**src/rtl/bprz_tx_pkg.sv**
```systemverilog
`timescale 1ns/1ps
// Package: frame geometry and controller state encoding shared by the
// transmitter modules. Assumes the fixed 32-bit word layout.
package bprz_tx_pkg;
    localparam int FRAME_W = 32;
    localparam int LABEL_W = 8;
    localparam int SDI_W   = 2;
    localparam int DATA_W  = 19;
    localparam int SSM_W   = 2;
    localparam int SDI_LSB  = LABEL_W;
    localparam int DATA_LSB = SDI_LSB + SDI_W;
    localparam int SSM_LSB  = DATA_LSB + DATA_W;
    localparam int PAR_POS  = FRAME_W - 1;

    typedef enum logic [1:0] {
        ST_IDLE = 2'd0,
        ST_SEND = 2'd1,
        ST_GAP  = 2'd2
    } tx_state_t;
endpackage

```
**src/rtl/bprz_frame_pack.sv**
```systemverilog
`timescale 1ns/1ps
// Module: bprz_frame_pack
// Builds the 32-bit frame in transmit order (index 0 goes out first).
// The label is bit-reversed so that its MSB leads. The other fields
// keep LSB-first order. The top bit is odd parity over the rest.
// Purely combinational; assumes the field widths in bprz_tx_pkg.
module bprz_frame_pack
    import bprz_tx_pkg::*;
(
    input  logic [LABEL_W-1:0] label,
    input  logic [SDI_W-1:0]   sdi,
    input  logic [DATA_W-1:0]  data,
    input  logic [SSM_W-1:0]   ssm,
    output logic [FRAME_W-1:0] frame
);
    // Label reversal: frame slot k carries label bit LABEL_W-1-k.
    for (genvar k = 0; k < LABEL_W; k++) begin : g_label
        assign frame[k] = label[LABEL_W-1-k];
    end

    // Remaining fields sit LSB first in their slots.
    assign frame[DATA_LSB-1:SDI_LSB] = sdi;
    assign frame[SSM_LSB-1:DATA_LSB] = data;
    assign frame[PAR_POS-1:SSM_LSB]  = ssm;

    // Odd parity: the full word must carry an odd number of ones.
    assign frame[PAR_POS] = ~(^frame[PAR_POS-1:0]);
endmodule

```
**src/rtl/bprz_half_timer.sv**
```systemverilog
`timescale 1ns/1ps
// Module: bprz_half_timer
// Counts system clocks while run is high. It pulses half_end on the
// last clock of each half-bit period of length half_len. It clears
// while stopped. Assumes half_len >= 1 and stable while running.
module bprz_half_timer #(
    parameter int CW = 14
) (
    input  logic          clk,
    input  logic          rst_n,
    input  logic          run,
    input  logic [CW-1:0] half_len,
    output logic          half_end
);
    logic [CW-1:0] cnt;

    assign half_end = run && (cnt == half_len - 1'b1);

    // Half-bit clock counter; wraps at each half end, clears when idle.
    always_ff @(posedge clk) begin
        if (!rst_n) begin
            cnt <= '0;
        end else if (!run || half_end) begin
            cnt <= '0;
        end else begin
            cnt <= cnt + 1'b1;
        end
    end
endmodule

```
**src/rtl/bprz_line_enc.sv**
```systemverilog
`timescale 1ns/1ps
// Module: bprz_line_enc
// Maps the current bit onto the two line legs. While drive is high
// (first half of a bit), a one raises hi and a zero raises lo. Both
// legs are low otherwise. Combinational; inputs come from registers.
module bprz_line_enc (
    input  logic drive,
    input  logic bit_val,
    output logic hi,
    output logic lo
);
    // Three-level return-to-zero leg selection.
    always_comb begin
        hi = drive &  bit_val;
        lo = drive & ~bit_val;
    end
endmodule

```
**src/rtl/bprz_word_tx.sv**
```systemverilog
`timescale 1ns/1ps
// Module: bprz_word_tx (top)
// Accepts a field-structured word over ready/valid and builds the
// parity-protected frame. It shifts the frame out on a bipolar
// return-to-zero line, then holds the line null for GAP_BITS bit
// times. rate_sel is latched only when a word is accepted.
// Assumes HALF_FAST >= 1, HALF_SLOW >= 1, GAP_BITS >= 1.
module bprz_word_tx
    import bprz_tx_pkg::*;
#(
    parameter int HALF_FAST = 1000,
    parameter int HALF_SLOW = 8000,
    parameter int GAP_BITS  = 4
) (
    input  logic               clk,
    input  logic               rst_n,
    input  logic               in_valid,
    output logic               in_ready,
    input  logic [LABEL_W-1:0] in_label,
    input  logic [SDI_W-1:0]   in_sdi,
    input  logic [DATA_W-1:0]  in_data,
    input  logic [SSM_W-1:0]   in_ssm,
    input  logic               rate_sel,
    output logic               line_hi,
    output logic               line_lo,
    output logic               busy
);
    localparam int MAX_HALF = (HALF_SLOW > HALF_FAST) ? HALF_SLOW : HALF_FAST;
    localparam int CW       = $clog2(MAX_HALF + 1);
    localparam int MAX_CNT  = (GAP_BITS > FRAME_W) ? GAP_BITS : FRAME_W;
    localparam int NCW      = $clog2(MAX_CNT + 1);

    tx_state_t           state;
    logic [FRAME_W-1:0]  frame;
    logic [FRAME_W-1:0]  shreg;
    logic [CW-1:0]       half_len;
    logic                phase;      // 0: driven half, 1: return-to-zero half
    logic [NCW-1:0]      nbit;       // bit index within frame or gap
    logic                half_end;
    logic                drive;

    bprz_frame_pack u_pack (
        .label (in_label),
        .sdi   (in_sdi),
        .data  (in_data),
        .ssm   (in_ssm),
        .frame (frame)
    );

    bprz_half_timer #(.CW(CW)) u_timer (
        .clk      (clk),
        .rst_n    (rst_n),
        .run      (state != ST_IDLE),
        .half_len (half_len),
        .half_end (half_end)
    );

    assign drive = (state == ST_SEND) && !phase;

    bprz_line_enc u_enc (
        .drive   (drive),
        .bit_val (shreg[0]),
        .hi      (line_hi),
        .lo      (line_lo)
    );

    assign in_ready = (state == ST_IDLE);
    assign busy     = (state != ST_IDLE);

    // Sequencer: load on accept, step half bits, run the null gap.
    always_ff @(posedge clk) begin
        if (!rst_n) begin
            state    <= ST_IDLE;
            shreg    <= '0;
            half_len <= CW'(HALF_SLOW);
            phase    <= 1'b0;
            nbit     <= '0;
        end else begin
            case (state)
                ST_IDLE: begin
                    if (in_valid) begin
                        shreg    <= frame;
                        half_len <= rate_sel ? CW'(HALF_FAST) : CW'(HALF_SLOW);
                        phase    <= 1'b0;
                        nbit     <= '0;
                        state    <= ST_SEND;
                    end
                end
                ST_SEND: begin
                    if (half_end) begin
                        phase <= ~phase;
                        if (phase) begin
                            shreg <= shreg >> 1;
                            if (nbit == NCW'(FRAME_W - 1)) begin
                                nbit  <= '0;
                                state <= ST_GAP;
                            end else begin
                                nbit <= nbit + 1'b1;
                            end
                        end
                    end
                end
                ST_GAP: begin
                    if (half_end) begin
                        phase <= ~phase;
                        if (phase) begin
                            if (nbit == NCW'(GAP_BITS - 1)) begin
                                nbit  <= '0;
                                state <= ST_IDLE;
                            end else begin
                                nbit <= nbit + 1'b1;
                            end
                        end
                    end
                end
                default: state <= ST_IDLE;
            endcase
        end
    end
endmodule

```
**config.mk**
```make
export PLATFORM = sky130hd
export DESIGN_NAME = bprz_word_tx
export DESIGN_NICKNAME = d
export VERILOG_FILES = /design/src/rtl/bprz_tx_pkg.sv /design/src/rtl/bprz_frame_pack.sv /design/src/rtl/bprz_half_timer.sv /design/src/rtl/bprz_line_enc.sv /design/src/rtl/bprz_word_tx.sv
export SDC_FILE = /design/constraint.sdc
export NUM_CORES = 1
export LEC_CHECK = 0
export BUFFER_PORTS_ARGS = -buffer_cell sky130_fd_sc_hd__buf_2
export CAP_MARGIN = 20
export CORE_MARGIN = 2
export CORE_UTILIZATION = 59
export DETAILED_ROUTE_END_ITERATION = 10
export HOLD_SLACK_MARGIN = 0.12
export PLACE_DENSITY = 0.76
export SYNTH_ARGS = -nofsm -noshare
export SYNTH_HDL_FRONTEND = slang
export SYNTH_HIERARCHICAL = 1
export SYNTH_SLANG_ARGS = --single-unit
export TNS_END_PERCENT = 1
```
**constraint.sdc**
```tcl
create_clock -name clk -period 3.6 [get_ports clk]
set_input_delay 0.36 -clock clk [delete_from_list [all_inputs] [get_ports clk]]
set_output_delay 0.36 -clock clk [all_outputs]
set_load 0.02 [all_outputs]
```
==> results of run 1 <==
worst max-delay path, stage by stage, from the launching register on:
cell and delay, ns:
dfxtp_1 0.44, buf_4 0.21, xnor2_1 0.09, xnor2_1 0.14
nor4_1 0.38, o211ai_1 0.24, a2111oi_4 0.37, and2_1 0.23
nand3_1 0.13, a21oi_4 0.17, buf_12 0.26, nor2_1 0.08
a211oi_1 0.24
through the flow:
stage	power, uW	setup slack (ns)	std cells	instance area (um^2)
6_report	2350	0.513	515	3880
5_1_grt	2510	0.278	515	3880
4_1_cts	2360	0.469	514	3860
3_5_place_dp	1960	0.527	508	3760
3_3_place_gp	1920	0.618	508	3760
2_1_floorplan	1800	0.624	442	3790
worst paths after layout:
path               startpoint      endpoint
setup / recovery  half_len[7]     shreg[17]
hold / removal          rst_n  half_len[11]
setup reg to reg  half_len[7]     shreg[17]
hold reg to reg     shreg[31]     shreg[31]
flip-flops by register name, indices dropped and copies added (netlist names):
name / cells
half_len: 2
nbit: 6
phase: 1
shreg: 32
state: 2
u_timer/cnt: 13
report_power, final:
group / leakage, uW / total [uW] / internal [uW] / switching (uW)
combinational: 0.000979 / 1060 / 473 / 592
sequential: 0.000459 / 887 / 787 / 100
clock: 0.0000501 / 394 / 200 / 194
layout by cell type, fill, tap and decap left out, drive strengths merged, types with 2 or more instances in the layout:
| master | netlist | layout |
|---|---|---|
| xor2 | 8 | 8 |
| nor2b | 6 | 6 |
| o211ai | 3 | 3 |
| mux2i | 34 | 34 |
| nor2 | 40 | 40 |
| and3 | 3 | 3 |
| dfxtp | 56 | 56 |
| nand2b | 3 | 3 |
| and3b | 2 | 2 |
| nor3 | 17 | 17 |
| ha | 7 | 7 |
| and2 | 3 | 3 |
| o31ai | 2 | 2 |
| clkbuf | 6 | 5 |
| nand4b | 2 | 2 |
| or2 | 2 | 2 |
| inv | 8 | 8 |
| buf | 45 | 43 |
| a31oi | 3 | 3 |
| and2b | 2 | 2 |
| conb | 2 | 38 |
| nand3 | 12 | 12 |
| xnor2 | 36 | 36 |
| nor4 | 4 | 4 |
| a211oi | 31 | 31 |
| a21oi | 8 | 8 |
| nand4 | 3 | 3 |
| o21ai | 8 | 8 |
| or4 | 4 | 4 |
| xnor3 | 4 | 4 |
| or3 | 5 | 5 |
| nand2 | 18 | 18 |
cell type report:
cell class / count / area [um^2]
clock buffers: 5 / 68.8
inverters: 9 / 33.8
clock inverters: 1 / 30.0
well taps: 75 / 93.8
flip-flops and latches: 56 / 1120
fillers: 505 / 2070
multi-input cells: 326 / 2280
repair buffers: 43 / 253
logic make-up (layout without fill, tap and decap cells):
| kind of cell | count (synthesis) | after routing | share of synthesized area |
|---|---|---|---|
| other cells | 2 | 38 | 0.00205 |
| simple gates | 132 | 132 | 0.193 |
| fa+ha+maj | 7 | 7 | 0.0240 |
| mux | 34 | 34 | 0.0931 |
| xor+xnor | 48 | 48 | 0.130 |
| compound gates | 67 | 67 | 0.144 |
| buf+inv | 60 | 58 | 0.107 |
| flops | 56 | 56 | 0.307 |
routing by layer:
metal | vias to the layer above | track usage
met5 | - | 0
met4 | 0 | 0.0541
met3 | 7 | 0.0261
met2 | 60 | 0.388
met1 | 1321 | 0.284
li1 | 1445 | -
==> flow_summary.ini, run 1 <==
[floorplanning]
core_um2 = 5960
boundaryPins = 39
start_util = 0.614
fp.dieH_um = 82.7
rows = 28
fp.dieArea_um2 = 6840
die_w_um = 82.7

[detailed_routing]
wl_met2_mm = 3.43
ant_nets = 0
wl_met1_mm = 3.16
routed_wirelength_mm = 6.91
vias_per_cell = 5.50
num_vias = 2833
drt_iter0_drc = 111
firstDrtPassIters = 4
wl_per_cell_um = 13.4
drc = 0
met3_length_um = 246
top_layer = met4

[clocking]
htreeDepth = 2
cts_resized = 0
numCtsBuffers = 5
cts_hold_buffers = 0
clkSinkCount = 56
clk_pin_slew_worst_paths_ns = 0.09
ctsLongestPathBuffers = 2
cts-root-buf = clkbuf_8
cts_tree = yes
cts_setup_buffers = 0
clk_latency_ns = 0.31

[global_route]
grt_usage = 0.219
antenna_found_initial = 0
grt_max_degree = 64
grt_pass1_wl_mm = 11.7
grt_pass1_vias = 2631
overflow = 0

[synthesis]
synth_common_cells = dfxtp_1, nor2_1, buf_4, xnor2_1, mux2i_1
syn_area_um2 = 3650
synth_seq_cells = 56
synthCells = 406
synth_async_sr_flop_share = 0
synth_edf_count = 0
yosysTopAreaCell = dfxtp_1
synth_top_area_frac = 0.307
yosysMostFrequentCell = dfxtp_1
netlist-cell-type-count = 63
yosys_warnings = 6
synth_top_flop_cell = dfxtp_1
synth.avg_cell_area_um2 = 9.00
synth-seq-area-share = 0.307
synth_area_leaders = dfxtp_1, mux2i_1, xnor2_1, buf_4, a211oi_1

[cells_and_area]
area_growth_pct = 6.20
diodes = 0
layout.nets = 483
drive_above_1_share = 0.152
fin_util = 0.652

[setup_path]
cp-start-kind = register
worstPathArrival_ns = 3.30
cp_max_fo = 63
required_ns = 3.81
r2r_setup_slack_ns = 0.51
path_class = register to register
reg2regPathDepth = 12
end_kind = register

[sta]
rsz0062_at_grt = false
max_freq_ghz = 0.324
layout_min_cycle_time_ns = 3.09
hold_slack_ns = 0.358
period_share = 0.857
skew_ns = 0.00781
hold_viol = 0
setup_viol = 0
tns_ns = 0
slew_viol_final = 0

[power_and_ir_drop]
p_leak_uw = 0.00149
peakVddDrop_mv = 0.453
powerDensity_nw_per_um2 = 604

[placement]
place.gp.congestion = 0.833
io_buffers = 38
dpl.hpwl_mm = 5.16

[min_path]
hp-class = primary input to register
hold_depth = 2

[status]
outcome = finished, final reports clean

[flow_run]
maxCapViolCount = 0
Power figures use the tool's default switching activity.
==> run 2: changes to the inputs <==
--- a/config.mk
+++ b/config.mk
@@ -5,10 +5,11 @@
 export SDC_FILE = /design/constraint.sdc
 export NUM_CORES = 1
 export LEC_CHECK = 0
+export ABC_AREA = 1
 export BUFFER_PORTS_ARGS = -buffer_cell sky130_fd_sc_hd__buf_2
 export CAP_MARGIN = 20
 export CORE_MARGIN = 2
-export CORE_UTILIZATION = 59
+export CORE_UTILIZATION = 60
 export DETAILED_ROUTE_END_ITERATION = 10
 export HOLD_SLACK_MARGIN = 0.12
 export PLACE_DENSITY = 0.76
==> run 2 against run 1 <==
Final area grew 23%; total power grew 6.7%; wire length grew 24%; clock skew grew 0.0034 ns; non-clock buffer count shrank 3; utilization shrank 2.4 points; via count grew 46%; worst setup slack gained 0.25 ns; synthesized cell count grew 77%; die area grew 24%; sequential power is essentially flat; register-to-register slack gained 0.25 ns; largest cell class unchanged.
==> flow_summary.ini, run 2 <==
[sta]
max_freq_ghz = 0.353
hold_slack_ns = 0.363
setup_viol = 0
worst-slew-pin-transition_ns = 0.708
slew_viol_final = 0
tns_ns = 0
hold_viol = 0
period_share = 0.787
layout_min_cycle_time_ns = 2.83
rsz0062_at_grt = false
relSlewSlack = 0.528
fin_ws_ns = 0.766
skew_ns = 0.0112

[synthesis]
synth_async_sr_flop_share = 0
synth_top_flop_cell = dfxtp_1
synthCells = 719
synthMuxAreaShare = 0
yosysTopAreaCell = nand2_1
synth_seq_cells = 56
synth_edf_count = 0
synth.avg_cell_area_um2 = 6.45
synth-seq-area-share = 0.242
synth_top_area_frac = 0.243
yosysMostFrequentCell = nand2_1
yosys.area_share.simple = 0.461
synth_adder_area_share = 0.0189
synth_top_family_by_area = simple AND/OR/NAND/NOR gates
synth_area_leaders = nand2_1, dfxtp_1, o211a_1, inv_1, nand3_2
synth-compound-area-share = 0.0831
yosys_warnings = 6
synth_xor_area_frac = 0.0359
netlist-cell-type-count = 35
synth_common_cells = nand2_1, inv_1, dfxtp_1
syn_area_um2 = 4640

[clocking]
cts_hold_buffers = 0
cts_setup_buffers = 0
htreeDepth = 2
clk_pin_slew_worst_paths_ns = 0.10
clkSinkCount = 56
cts_resized = 0
clk_latency_ns = 0.31
cts-root-buf = clkbuf_8
cts_tree = yes
ctsLongestPathBuffers = 2
numCtsBuffers = 5

[detailed_routing]
drt_iter0_drc = 116
routed_wirelength_mm = 8.57
ant_nets = 0
drc = 0
vias_per_cell = 4.94
firstDrtPassIters = 4
wl_per_cell_um = 10.2
num_vias = 4131

[global_route]
top_usage_layer = met2
globalRouteMet3Util = 0.0329
grt_pass1_vias = 3814
grt_usage = 0.216
grt_max_degree = 39
overflow = 0
grtUsageMet1 = 0.247
grt_pass1_wl_mm = 15.3
grt_util_met2 = 0.408
antenna_found_initial = 0

[cells_and_area]
multi_input_area_um2 = 2860
layout_commonest_cell = nand2_1
regMostFlops = shreg
drive_above_1_share = 0.169
layout.nets = 776
ff_latch_area_um2 = 1120
area_growth_pct = 2.94
diodes = 0
fin_util = 0.628
top_regs = shreg x32, u_timer/cnt x13, nbit x6
layout_common_cells = nand2_1, inv_1, dfxtp_1
n_fill_cell = 746
largest_reg_flops = 32
layout.cells.non_filler = 837

[setup_path]
worstPathArrival_ns = 3.04
cp-start-kind = register
required_ns = 3.81
end_kind = register
reg2regPathDepth = 15
cp_max_fo = 32
path_class = register to register

[min_path]
hp-class = primary input to register
hold_depth = 3

[power_and_ir_drop]
clock_power_share = 0.174
seqPwrFrac = 0.353
peakVddDrop_mv = 0.361
powerDensity_nw_per_um2 = 524
intPower_uw = 1440
comb_power_share = 0.472
swShare = 0.423
p_leak_uw = 0.00265
switching_power_uw = 1060

[floorplanning]
start_util = 0.610
boundaryPins = 39
fp.dieH_um = 91.9
die_w_um = 91.9
fp.dieArea_um2 = 8450
core_um2 = 7610
rows = 32

[status]
outcome = finished, final reports clean

[placement]
io_buffers = 38
numPlacedInstances = 829
pre_cts_slack_ns = 0.765
place.gp.congestion = 0.872
dpl.hpwl_mm = 6.68

[flow_run]
maxCapViolCount = 0
[run 2: power by group through the flow]
stage | Clock [uW] | Combinational (uW) | Sequential, uW
finish | 437 | 1180 | 885
global route | 474 | 1350 | 907
CTS | 451 | 1190 | 884
detailed placement | 0 | 1180 | 899
global placement | 0 | 1140 | 888
floorplan | 0 | 1120 | 869
[run 2: metal layers]
| layer | vias up | part of all wire |
|---|---|---|
| met5 | - | 0 |
| met4 | 0 | 0.014 |
| met3 | 10 | 0.031 |
| met2 | 58 | 0.50 |
| met1 | 1858 | 0.45 |
| li1 | 2205 | - |
[run 2: critical path, stage by stage, from the launching register on]
cell and delay [ns]:
dfxtp_1 0.63, inv_2 0.10, nand3_4 0.13, nor2_1 0.05, nand2_1 0.05, nand3_1 0.06
nor2_1 0.12, nand3_2 0.11, nor3b_1 0.32, nand2_2 0.10, nand2_2 0.09, nand2_4 0.08
nor2_8 0.41, buf_12 0.26, nand3_1 0.09, o211a_1 0.11
[run 2: worst paths after layout]
kind | slack, ns | startpoint | endpoint
worst max-delay path | 0.77 | half_len[7] | shreg[10]
worst min-delay path | 0.36 | rate_sel | half_len[7]
worst max register to register | 0.77 | half_len[7] | shreg[10]
worst min register to register | 0.50 | shreg[31] | shreg[31]
[run 2: area by class of cell]
cell class | instances | share of cell area
inverter | 88 | 0.0692
clock inverter | 2 | 0.00812
clock buffer | 6 | 0.0173
timing repair buffer | 40 | 0.0456
sequential | 56 | 0.235
multi-input combinational | 543 | 0.598
tap | 102 | 0.0267
[run 2: kinds of logic (layout without fill, tap and decap cells)]
kind of cell | count (synthesis) | after routing
adders and majority gates | 7 | 7
buffers and inverters | 139 | 136
other | 2 | 21
xor gates and xnor gates | 19 | 19
DFF | 56 | 56
AOI/OAI and AO/OA | 44 | 44
and+or+nand+nor | 452 | 452
[run 2: through the flow]
step                      power (uW)  area, um^2
after detailed placement        2080        4650
final                           2500        4780
after global placement          2030        4650
after global routing            2730        4780
after CTS                       2530        4780
after floorplan                 1990        4710
==> run 3: changes to the inputs <==
==> constraint.sdc (replaced) <==
create_clock -name clk -period 2.8 [get_ports clk]
set_input_delay 0.28 -clock clk [delete_from_list [all_inputs] [get_ports clk]]
set_output_delay 0.28 -clock clk [all_outputs]
set_load 0.02 [all_outputs]
==> run 3 against run 2 <==
Final area decreased by 0.58%; cell count increased by 0.12%; sequential share of layout area increased by 0.16 points; register-to-register slack got worse by 0.45 ns; utilization decreased by 0.36 points; hold slack got worse by 0.059 ns; combinational power increased by 31%; total power increased by 24%; critical path depth unchanged; via count decreased by 2.2%; largest cell class unchanged.
==> flow_summary.ini, run 3 (synthesis results as in run 2) <==
[power_and_ir_drop]
p_total_uw = 3100
p_leak_uw = 0.00264
powerDensity_nw_per_um2 = 653
peakVddDrop_mv = 0.334

[setup_path]
worstPathCellList = inv_2 -> nand3_4 -> nor2_1 -> nand2_1 -> nand3_1 -> nor2_1 -> nand3_2 -> nor3b_1 -> nand2_2 -> nand2_2 -> nand2_4 -> nor2_8 -> buf_12 -> nand3_1 -> o211a_1
rr_startpoint = half_len[7]
required_ns = 3.01
cp_slowest_cell = dfxtp_2
cp-start-kind = register
crit_path_max_incr_delay_ns = 0.50
cp_top_family = simple AND/OR/NAND/NOR gates
reg2reg_to = shreg[11]
reg2regPathDepth = 15
end_kind = register
cp.buffers_inverters = 2
r2r_setup_slack_ns = 0.31
path_class = register to register
cp_max_fo = 62
crit_cells = 15
worstPathArrival_ns = 2.69

[detailed_routing]
ant_nets = 0
vias_per_cell = 4.82
firstDrtPassIters = 4
drt_iter0_drc = 103
wl_per_cell_um = 10.3
num_vias = 4039
routed_wirelength_mm = 8.60
drc = 0

[clocking]
cts_setup_buffers = 0
numCtsBuffers = 5
htreeDepth = 2
clk_pin_slew_worst_paths_ns = 0.09
clkSinkCount = 56
clk_latency_ns = 0.30
cts-root-buf = clkbuf_8
cts_tree = yes
ctsLongestPathBuffers = 2

[global_route]
grt_pass1_vias = 3896
grt_usage = 0.219
antenna_found_initial = 0
grt_pass1_wl_mm = 15.6
grt_max_degree = 63
overflow = 0

[min_path]
hold_depth = 3
hp-start = in_valid
hold_end = half_len[11]
hp-class = primary input to register

[cells_and_area]
top_regs = shreg x32, u_timer/cnt x13, nbit x6
layout_common_cells = nand2_1, inv_1, dfxtp_1
drive_above_1_share = 0.170
layout_commonest_cell = nand2_1
regMostFlops = shreg
fin_util = 0.624
area_growth_pct = 2.35
layout.nets = 778
diodes = 0
largest_reg_flops = 32

[placement]
dpl.hpwl_mm = 6.63
pre_cts_slack_ns = 0.170
place.gp.congestion = 0.865
io_buffers = 38

[sta]
worst-slew-pin-transition_ns = 0.626
max_freq_ghz = 0.402
tns_ns = 0
skew_ns = 0.00372
setup_viol = 0
relSlewSlack = 0.582
rsz0062_at_grt = false
hold_viol = 0
period_share = 0.888
layout_min_cycle_time_ns = 2.49
fin_ws_ns = 0.314
slew_viol_final = 0

[floorplanning]
fp.dieH_um = 91.9
fp.dieArea_um2 = 8450
boundaryPins = 39
die_w_um = 91.9
core_um2 = 7610
rows = 32
start_util = 0.610

[flow_run]
maxCapViolCount = 0

[status]
outcome = finished, final reports clean
## run 3: layer usage
metal  global-route usage  wire (um)  vias to the layer above
li1                     -          -                     2202
met1                0.266       4090                     1773
met2                0.396       4190                       53
met3               0.0288        218                       11
met4               0.0734        107                        0
met5                    0          0                        -
## run 3: stage by stage
stage,hold slack (ns),instance area [um^2],instances
finish,0.304,4750,838
CTS,0.292,4750,838
global route,0.321,4750,838
floorplan,0.448,4710,738
global placement,0.479,4670,831
detailed placement,0.479,4670,831
## run 3: area by class of cell
| cell class | count | area (um^2) |
|---|---|---|
| timing repair buffer | 42 | 233 |
| inverter | 88 | 330 |
| fill | 708 | 2860 |
| sequential | 56 | 1120 |
| clock buffer | 6 | 72.6 |
| multi-input combinational | 543 | 2860 |
| tap | 102 | 128 |
| clock inverter | 1 | 5.00 |
## run 3: worst reg2reg max path, cell delays in order, from the launching register on
cell     delay [ns]
dfxtp_2        0.50
inv_2          0.09
nand3_4        0.12
nor2_1         0.05
nand2_1        0.05
nand3_1        0.06
nor2_1         0.11
nand3_2        0.11
nor3b_1        0.37
nand2_2        0.11
nand2_2        0.10
nand2_4        0.08
nor2_8         0.09
buf_12         0.28
nand3_1        0.15
o211a_1        0.12
## run 3: worst max-delay path by stage
stage,from,end,slack [ns]
floorplan,half_len[7],shreg[0],0.56
global placement,half_len[7],shreg[11],0.31
detailed placement,half_len[7],shreg[11],0.17
CTS,half_len[7],shreg[11],0.15
global route,u_timer/cnt[5],shreg[10],0.10
finish,half_len[7],shreg[11],0.31
## run 3: repair_timing
| item | 4_1_cts | 5_1_grt |
|---|---|---|
| hold buffers | 0 | 0 |
| setup endpoints to repair | 0 | 35 |
| resized for setup | 0 | 1 |
## run 3: power breakdown
group          switching (uW)  total, uW  internal, uW
Sequential                138       1140           999
Combinational             966       1540           572
Clock                     253        425           171
Total                    1360       3100          1740
